File: src/rtl/dma2d_pkg.sv
package dma2d_pkg;
  localparam int WORD_BYTES = 4;
  localparam int SRC_STRIDE_MSB = 29;
  localparam int SRC_STRIDE_LSB = 16;
  localparam int DST_STRIDE_MSB = 13;
  localparam int ROW_MSB = 30;
  localparam int ROW_LSB = 16;
  localparam int TOTAL_MSB = 15;
  localparam int TAG_BIT = 31;
  localparam int DESC_WORDS = 4;
  localparam int DESC_IDX_W = $clog2(DESC_WORDS);
  localparam int ROW_WORDS_W = ROW_MSB - ROW_LSB + 1 - 2;
  localparam int TOTAL_WORDS_W = TOTAL_MSB + 1 - 2;
  localparam int STRIDE_WORDS_W = DST_STRIDE_MSB + 1 - 2;

  typedef enum logic [2:0] {
    ST_IDLE, ST_FETCH, ST_SETUP, ST_CHECK, ST_READ, ST_WRITE
  } state_e;

  typedef enum logic [1:0] {SEL_DESC, SEL_SRC, SEL_DST} addrSel_e;

  typedef struct packed {
    logic                  loadHead;
    logic                  captureDesc;
    logic [DESC_IDX_W-1:0] descIdx;
    logic                  nextDesc;
    logic                  startNode;
    logic                  captureData;
    logic                  stepWord;
    addrSel_e              addrSel;
  } strobes_t;
endpackage

File: src/rtl/dma2d_ctrl.sv
module dma2d_ctrl
  import dma2d_pkg::*;
(
  input  logic       clk,
  input  logic       rstN,
  input  logic       regWe,
  input  logic       regSel,
  input  logic [1:0] cmdBits,
  input  logic       nodeDone,
  input  logic       lastTag,
  input  logic       memGnt,
  output logic       memReq,
  output logic       memWe,
  output logic       busy,
  output logic       endFlag,
  output strobes_t   strb
);
  state_e state, nextState;
  logic [DESC_IDX_W-1:0] idx;
  logic swRst, startReq, startAcc, finish;

  assign swRst    = regWe && regSel && cmdBits[1];
  assign startReq = regWe && regSel && cmdBits[0] && !cmdBits[1];
  assign startAcc = startReq && (state == ST_IDLE);
  assign busy     = (state != ST_IDLE);

  always_comb begin
    strb         = '0;
    strb.addrSel = SEL_DESC;
    strb.descIdx = idx;
    memReq       = 1'b0;
    memWe        = 1'b0;
    finish       = 1'b0;
    nextState    = state;
    unique case (state)
      ST_IDLE: begin
        if (startAcc) begin
          strb.loadHead = 1'b1;
          nextState     = ST_FETCH;
        end
      end
      ST_FETCH: begin
        memReq = 1'b1;
        if (memGnt) begin
          strb.captureDesc = 1'b1;
          if (idx == DESC_IDX_W'(DESC_WORDS - 1)) nextState = ST_SETUP;
        end
      end
      ST_SETUP: begin
        strb.startNode = 1'b1;
        nextState      = ST_CHECK;
      end
      ST_CHECK: begin
        if (nodeDone) begin
          if (lastTag) begin
            finish    = 1'b1;
            nextState = ST_IDLE;
          end else begin
            strb.nextDesc = 1'b1;
            nextState     = ST_FETCH;
          end
        end else begin
          nextState = ST_READ;
        end
      end
      ST_READ: begin
        memReq       = 1'b1;
        strb.addrSel = SEL_SRC;
        if (memGnt) begin
          strb.captureData = 1'b1;
          nextState        = ST_WRITE;
        end
      end
      ST_WRITE: begin
        memReq       = 1'b1;
        memWe        = 1'b1;
        strb.addrSel = SEL_DST;
        if (memGnt) begin
          strb.stepWord = 1'b1;
          nextState     = ST_CHECK;
        end
      end
      default: nextState = ST_IDLE;
    endcase
    if (swRst) begin
      strb         = '0;
      strb.addrSel = SEL_DESC;
      memReq       = 1'b0;
      memWe        = 1'b0;
      finish       = 1'b0;
      nextState    = ST_IDLE;
    end
  end

  always_ff @(posedge clk or negedge rstN) begin
    if (!rstN) state <= ST_IDLE;
    else       state <= nextState;
  end

  always_ff @(posedge clk or negedge rstN) begin
    if (!rstN) idx <= '0;
    else if (swRst || strb.loadHead || strb.nextDesc) idx <= '0;
    else if (strb.captureDesc) idx <= idx + 1'b1;
  end

  always_ff @(posedge clk or negedge rstN) begin
    if (!rstN)         endFlag <= 1'b0;
    else if (swRst)    endFlag <= 1'b0;
    else if (startAcc) endFlag <= 1'b0;
    else if (finish)   endFlag <= 1'b1;
  end

  // soft reset leaves the channel idle with the end flag clear
  a_r11_soft_reset_quiets: assert property (@(posedge clk) disable iff (!rstN)
    swRst |=> (!busy && !endFlag));
  // an accepted start runs with the end flag clear
  a_r3_start_clears_end: assert property (@(posedge clk) disable iff (!rstN)
    startAcc |=> (busy && !endFlag));
  // end of chain raises the flag and leaves busy
  a_r8_finish_sets_end: assert property (@(posedge clk) disable iff (!rstN)
    finish |=> (endFlag && !busy));
  // the end flag is never seen while busy
  a_r8_end_means_idle: assert property (@(posedge clk) disable iff (!rstN)
    endFlag |-> !busy);
endmodule

File: src/rtl/dma2d_datapath.sv
module dma2d_datapath
  import dma2d_pkg::*;
#(
  parameter int ADDR_W = 32,
  parameter int DATA_W = 32
) (
  input  logic                clk,
  input  logic                rstN,
  input  logic                headWe,
  input  logic [ADDR_W-3:0]   headWdata,
  input  strobes_t            strb,
  input  logic [DATA_W-1:0]   memRdata,
  output logic [ADDR_W-3:0]   headW,
  output logic [ADDR_W-1:0]   memAddr,
  output logic [DATA_W-1:0]   memWdata,
  output logic                nodeDone,
  output logic                lastTag
);
  localparam int WA_W = ADDR_W - 2;

  logic [DATA_W-1:0] descWord [DESC_WORDS];
  logic [WA_W-1:0] descAddr, srcRow, dstRow, curAddr;
  logic [ROW_WORDS_W-1:0] col, rowWords;
  logic [ROW_WORDS_W:0] colNext;
  logic [TOTAL_WORDS_W-1:0] cnt, totWords;
  logic [STRIDE_WORDS_W-1:0] srcStrideW, dstStrideW;
  logic [WA_W-1:0] srcBaseW, dstBaseW;
  logic [DATA_W-1:0] dataReg;

  always_ff @(posedge clk or negedge rstN) begin
    if (!rstN)       headW <= '0;
    else if (headWe) headW <= headWdata;
  end

  genvar k;
  generate
    for (k = 0; k < DESC_WORDS; k++) begin : g_desc
      always_ff @(posedge clk or negedge rstN) begin
        if (!rstN) descWord[k] <= '0;
        else if (strb.captureDesc && strb.descIdx == DESC_IDX_W'(k))
          descWord[k] <= memRdata;
      end
    end
  endgenerate

  assign srcBaseW   = descWord[0][ADDR_W-1:2];
  assign dstBaseW   = descWord[1][ADDR_W-1:2];
  assign srcStrideW = descWord[2][SRC_STRIDE_MSB:SRC_STRIDE_LSB+2];
  assign dstStrideW = descWord[2][DST_STRIDE_MSB:2];
  assign lastTag    = descWord[3][TAG_BIT];
  assign rowWords   = descWord[3][ROW_MSB:ROW_LSB+2];
  assign totWords   = descWord[3][TOTAL_MSB:2];

  always_ff @(posedge clk or negedge rstN) begin
    if (!rstN)              descAddr <= '0;
    else if (strb.loadHead) descAddr <= headW;
    else if (strb.nextDesc) descAddr <= descAddr + WA_W'(DESC_WORDS);
  end

  assign colNext  = {1'b0, col} + 1'b1;
  assign nodeDone = (cnt >= totWords);

  always_ff @(posedge clk or negedge rstN) begin
    if (!rstN) begin
      srcRow <= '0;
      dstRow <= '0;
      col    <= '0;
      cnt    <= '0;
    end else if (strb.startNode) begin
      srcRow <= srcBaseW;
      dstRow <= dstBaseW;
      col    <= '0;
      cnt    <= '0;
    end else if (strb.stepWord) begin
      cnt <= cnt + 1'b1;
      if (colNext >= {1'b0, rowWords}) begin
        col    <= '0;
        srcRow <= srcRow + WA_W'(srcStrideW);
        dstRow <= dstRow + WA_W'(dstStrideW);
      end else begin
        col <= colNext[ROW_WORDS_W-1:0];
      end
    end
  end

  always_ff @(posedge clk or negedge rstN) begin
    if (!rstN)                 dataReg <= '0;
    else if (strb.captureData) dataReg <= memRdata;
  end

  always_comb begin
    unique case (strb.addrSel)
      SEL_SRC: curAddr = srcRow + WA_W'(col);
      SEL_DST: curAddr = dstRow + WA_W'(col);
      default: curAddr = descAddr + WA_W'(strb.descIdx);
    endcase
  end

  assign memAddr  = {curAddr, 2'b00};
  assign memWdata = dataReg;

  // no word is moved once the node total has been reached
  a_r7_count_below_total: assert property (@(posedge clk) disable iff (!rstN)
    strb.stepWord |-> (cnt < totWords));
  // the column stays inside the row width
  a_r6_col_in_row: assert property (@(posedge clk) disable iff (!rstN)
    strb.stepWord |-> (col < rowWords || col == '0));
endmodule

File: src/rtl/dma2d_copy.sv
module dma2d_copy
  import dma2d_pkg::*;
#(
  parameter int ADDR_W = 32,
  parameter int DATA_W = 32
) (
  input  logic              clk,
  input  logic              rstN,
  input  logic              regWe,
  input  logic              regSel,
  input  logic [DATA_W-1:0] regWdata,
  output logic [DATA_W-1:0] regRdata,
  output logic              memReq,
  output logic              memWe,
  output logic [ADDR_W-1:0] memAddr,
  output logic [DATA_W-1:0] memWdata,
  input  logic [DATA_W-1:0] memRdata,
  input  logic              memGnt
);
  strobes_t strb;
  logic busy, endFlag, nodeDone, lastTag;
  logic [ADDR_W-3:0] headW;

  dma2d_ctrl u_ctrl (
    .clk(clk), .rstN(rstN), .regWe(regWe), .regSel(regSel),
    .cmdBits(regWdata[1:0]), .nodeDone(nodeDone), .lastTag(lastTag),
    .memGnt(memGnt), .memReq(memReq), .memWe(memWe), .busy(busy),
    .endFlag(endFlag), .strb(strb)
  );

  dma2d_datapath #(.ADDR_W(ADDR_W), .DATA_W(DATA_W)) u_dp (
    .clk(clk), .rstN(rstN), .headWe(regWe && !regSel),
    .headWdata(regWdata[ADDR_W-1:2]), .strb(strb), .memRdata(memRdata),
    .headW(headW), .memAddr(memAddr), .memWdata(memWdata),
    .nodeDone(nodeDone), .lastTag(lastTag)
  );

  assign regRdata = regSel ? {{(DATA_W-3){1'b0}}, endFlag, 1'b0, busy}
                           : DATA_W'({headW, 2'b00});

  // a stalled request holds its address and direction
  a_r12_stall_holds: assert property (@(posedge clk) disable iff (!rstN)
    (memReq && !memGnt) |=> ((regWe && regSel && regWdata[1]) ||
                             (memReq && $stable(memAddr) && $stable(memWe))));
endmodule

File: config.mk
export PLATFORM = sky130hd
export DESIGN_NAME = dma2d_copy
export DESIGN_NICKNAME = d
export VERILOG_FILES = /design/src/rtl/dma2d_pkg.sv /design/src/rtl/dma2d_ctrl.sv /design/src/rtl/dma2d_datapath.sv /design/src/rtl/dma2d_copy.sv
export SDC_FILE = /design/constraint.sdc
export NUM_CORES = 1
export LEC_CHECK = 0
export ABC_AREA = 1
export BUFFER_PORTS_ARGS = -buffer_cell sky130_fd_sc_hd__clkbuf_2
export CAP_MARGIN = 20
export CORE_AREA = 8 8 229 231
export CTS_CLUSTER_DIAMETER = 40
export DETAILED_ROUTE_END_ITERATION = 16
export DIE_AREA = 0 0 237 239
export PLACE_DENSITY_LB_ADDON = 0.25
export SLEW_MARGIN = 20
export SYNTH_ARGS = -nofsm -noshare
export SYNTH_HDL_FRONTEND = slang
export SYNTH_SLANG_ARGS = --single-unit
File: constraint.sdc
create_clock -name clk -period 7.2 [get_ports clk]
set_input_delay 0.72 -clock clk [delete_from_list [all_inputs] [get_ports clk]]
set_output_delay 0.72 -clock clk [all_outputs]
set_load 0.005 [all_outputs]
==> Flow_metrics.wiki <==
{| class="wikitable"
! Metric !! Value
|-
| Outcome || finished clean
|-
| Wirelength, routed || 65.1 mm
|-
| Die boundary height || 239 um
|-
| Total setup buffers inserted after CTS || 0
|-
| Final count of negative-setup-slack endpoints || 0
|-
| RSZ-0062 raised after global routing || false
|-
| Number of enable-type register cells in the synthesized netlist || 0
|-
| Final global-route overflow total || 0
|-
| FFs w/ async S/R, synth || 100%
|-
| Post-synthesis area per instance || 6.88 um2
|-
| WP data required || 6.48 ns
|-
| Min cycle time layout || 5.79 ns
|-
| Number of max-slew violations in the final report || 0
|-
| P_int || 5.25 mW
|-
| Worst min-delay path class || input port to async pin
|-
| VDD IR max || 568 uV
|-
| Initial standard-cell utilization of the core || 39.7%
|-
| Rel. slew slack || 32.4%
|-
| Antenna violations before repair || 2
|-
| ANT nets after route || 0
|-
| DRT iter0 DRCs || 1536
|-
| Total power density per cell area || 407 mW/mm2
|-
| Number of instances in the placed design || 3497
|-
| Highest-count cells in the layout ignoring fill and taps || sky130_fd_sc_hd__nand2_1 (864), sky130_fd_sc_hd__inv_1 (326), sky130_fd_sc_hd__dfrtp_1 (297)
|-
| Uppermost layer routed || met4
|-
| Pin count of the biggest net entering global routing || 163
|-
| Worst setup startpoint || regSel
|-
| Number of diodes || 0
|-
| FF+latch count, synth || 297
|-
| Via count || 19000
|-
| Num rows || 81
|-
| Summed negative setup slack over all endpoints || 0 ns
|-
| # Max-Cap Violations || 0
|-
| Max Clk Rate || 0.173 GHz
|-
| Measured slew at the worst slew-check pin || 1.01 ns
|-
| Worst-case clock skew || 0.0415 ns
|-
| Worst-Skew Late Latency || 0.62 ns
|-
| GR Util All Layers || 22.5%
|-
| Std-Cell Core Area || 0.0485 mm2
|-
| Type of destination of the critical path || primary output
|-
| Via count of the first global-routing pass || 18100
|-
| Final number of hold-violating endpoints || 0
|-
| Total iterations of the first detailed-routing run || 6
|-
| Switching share of total power || 43.1%
|-
| Met3 wire len || 4.15 mm
|-
| Clock-pin slew on the worst setup and hold paths || 0.06 ns
|-
| Maximum buffer depth of the clock tree || 3
|-
| Cells resized by post-CTS repair || 0
|-
| Die Width || 237 um
|-
| Startpoint type of the worst setup path || input port
|-
| Most common library cell in the layout ignoring fill and taps || sky130_fd_sc_hd__nand2_1
|-
| Arrival time worst endpoint || 5.07 ns
|-
| Drt wl/cell || 18.1 um
|-
| Root buf cell || sky130_fd_sc_hd__clkbuf_16
|-
| Drt drc || 0
|-
| Library cells used by synthesis || 51
|-
| Post-Syn Area || 0.0193 mm2
|-
| Gate Count Post-Synth || 2801
|-
| Biggest fanout along the worst timing path || 34
|-
| Number of buffers inserted for hold repair after clock tree synthesis || 0
|-
| Clock buffer count from CTS || 57
|-
| Detailed-placement wirelength estimate || 48.1 mm
|-
| Last weighted congestion value of the routability-driven placer || 0.989
|-
| Part of the power in the clock network || 31.0%
|-
| Total of buffers placed on input and output ports || 163
|-
| DR vias/cell || 5.26
|-
| Worst setup path category || input port to primary output
|-
| Combinational share of power || 38.7%
|-
| Minimum setup slack among reg-to-reg paths || 3.25 ns
|-
| Number of warnings issued by yosys || 0
|-
| Clock sink total || 297
|-
| Boundary pin count || 167
|-
| Worst r2r src || u_dp.col[0]
|-
| H-tree depth reported by CTS || 2
|-
| Total met2 wirelength after detailed routing || 30.0 mm
|-
| Clock tree from TritonCTS || built
|-
| Switching power of the nets || 3.97 mW
|-
| Static Leakage || 11.6 nW
|-
| Reg2Reg Capture Point || u_dp.srcRow[27]
|-
| Power share of the sequential group || 30.3%
|-
| Top flip-flop cell by instance count after synthesis || sky130_fd_sc_hd__dfrtp_1
|-
| Die outline area || 0.0566 mm2
|-
| Routed length on met1 || 28.6 mm
|-
| Wire length of the first global-routing pass || 102 mm
|-
| Final period utilization || 80.5%
|-
| Total Nets Final || 3080
|-
| Ratio of cells with drive above 1 in the final layout || 11.6%
|-
| R2R depth || 17
|-
| Synth-to-layout area growth || 17.5%
|-
| Share of the yosys chip area belonging to registers || 38.6%
|-
| Final worst hold slack || 0.0981 ns
|-
| Final standard cell count with taps included and fillers excluded || 3606
|}
[stage by stage]
step                util, %  area, um2  worst slack [ns]  total power, mW
floorplan                 -      19300              2.73             5.07
global placement       42.3      20500              1.57             6.28
detailed placement     42.3      20500              1.47             6.36
CTS                    46.6      22600              1.46             9.27
global route           46.6      22600             0.916             9.84
finish                 46.6      22600              1.41             9.22
[how the worst max path moves through the flow]
| stage | to | slack, ns | cells past startpoint |
|---|---|---|---|
| after floorplan | memAddr[16] | 2.73 | 19 |
| after global placement | memAddr[26] | 1.57 | 18 |
| after detailed placement | memAddr[26] | 1.47 | 18 |
| after CTS | memAddr[26] | 1.46 | 18 |
| after global routing | memAddr[26] | 0.92 | 18 |
| final | memAddr[26] | 1.41 | 18 |
[final cells by class]
type	instances	area (um2)
clock inverter	41	568
inverter	334	1250
tap	622	778
sequential	297	7430
timing repair buffer	181	986
fill	4894	25900
multi-input combinational	2064	10100
clock buffer	67	1510
[cells in the mapped netlist, drive strengths merged, types with 3 or more instances]
library cell    n  share of area, %
nand2         868                17
inv           334               6.5
dfrtp         297                39
nor2          270               5.5
o21ai         247               6.4
nand3         233               6.1
a21oi         137               3.6
ha             72               4.7
buf            63               1.8
nand4          47               1.6
clkbuf         45              0.88
nor3           39               1.2
xor2           30               1.4
or2            29              0.94
mux2           13              0.76
xnor2          12              0.55
o21bai         10              0.39
nor4            8              0.29
nand3b          7              0.27
o21a            6              0.23
o22ai           5              0.16
and2            4              0.13
fa              4              0.42
a211oi          3              0.12
[cell families after synthesis]
kind of cell | count (synthesis) | share of synthesized area (%)
AO/OA/AOI/OAI | 418 | 11.3
XOR/XNOR | 42 | 1.91
adder cells (fa/ha/maj) | 76 | 5.09
buffers and inverters | 442 | 9.14
flip-flops | 297 | 38.6
multiplexers | 14 | 0.812
other | 1 | 0.0195
AND/OR/NAND/NOR | 1511 | 33.2
[worst max-delay path: stages]
cell and delay (ns):
sky130_fd_sc_hd__clkbuf_2 0.51, sky130_fd_sc_hd__nand3_2 0.36, sky130_fd_sc_hd__nand2_1 0.19, sky130_fd_sc_hd__ha_1 0.84, sky130_fd_sc_hd__mux2_2 0.31, sky130_fd_sc_hd__ha_1 0.16, sky130_fd_sc_hd__inv_1 0.06, sky130_fd_sc_hd__fa_1 0.39
sky130_fd_sc_hd__o21ai_0 0.38, sky130_fd_sc_hd__nand3_1 0.12, sky130_fd_sc_hd__nand2_1 0.18, sky130_fd_sc_hd__nand2_1 0.09, sky130_fd_sc_hd__nand2_2 0.14, sky130_fd_sc_hd__nand2_1 0.09, sky130_fd_sc_hd__o21bai_1 0.14, sky130_fd_sc_hd__nand3_1 0.08
sky130_fd_sc_hd__nand2_1 0.15, sky130_fd_sc_hd__clkbuf_2 0.13
[power by group through the flow]
stage / Sequential [mW] / Combinational, mW / Clock (mW)
after floorplan: 2.59 / 2.48 / 0
after global placement: 2.79 / 3.49 / 0
after detailed placement: 2.80 / 3.56 / 0
after CTS: 2.79 / 3.58 / 2.91
after global routing: 2.86 / 4.00 / 2.98
final: 2.80 / 3.57 / 2.86
[per-layer routing]
layer  vias to the layer above  track usage (%)
met5                         -                0
met1                      8944             29.5
met2                       634             36.7
met3                       116             3.94
met4                         0             8.95
li1                       9265                -
[sequential cells by signal (all words and copies together), names as in the netlist]
register	count
u_dp.dstRow	30
u_ctrl.state	3
u_dp.col	13
u_dp.headW	30
u_ctrl.endFlag	1
u_dp.srcRow	30
u_dp.cnt	14
u_dp.descWord	111
u_dp.memWdata	32
u_dp.descAddr	30
u_dp.lastTag	1
u_ctrl.idx	2
Note: power is estimated with default switching activity, not from simulation.
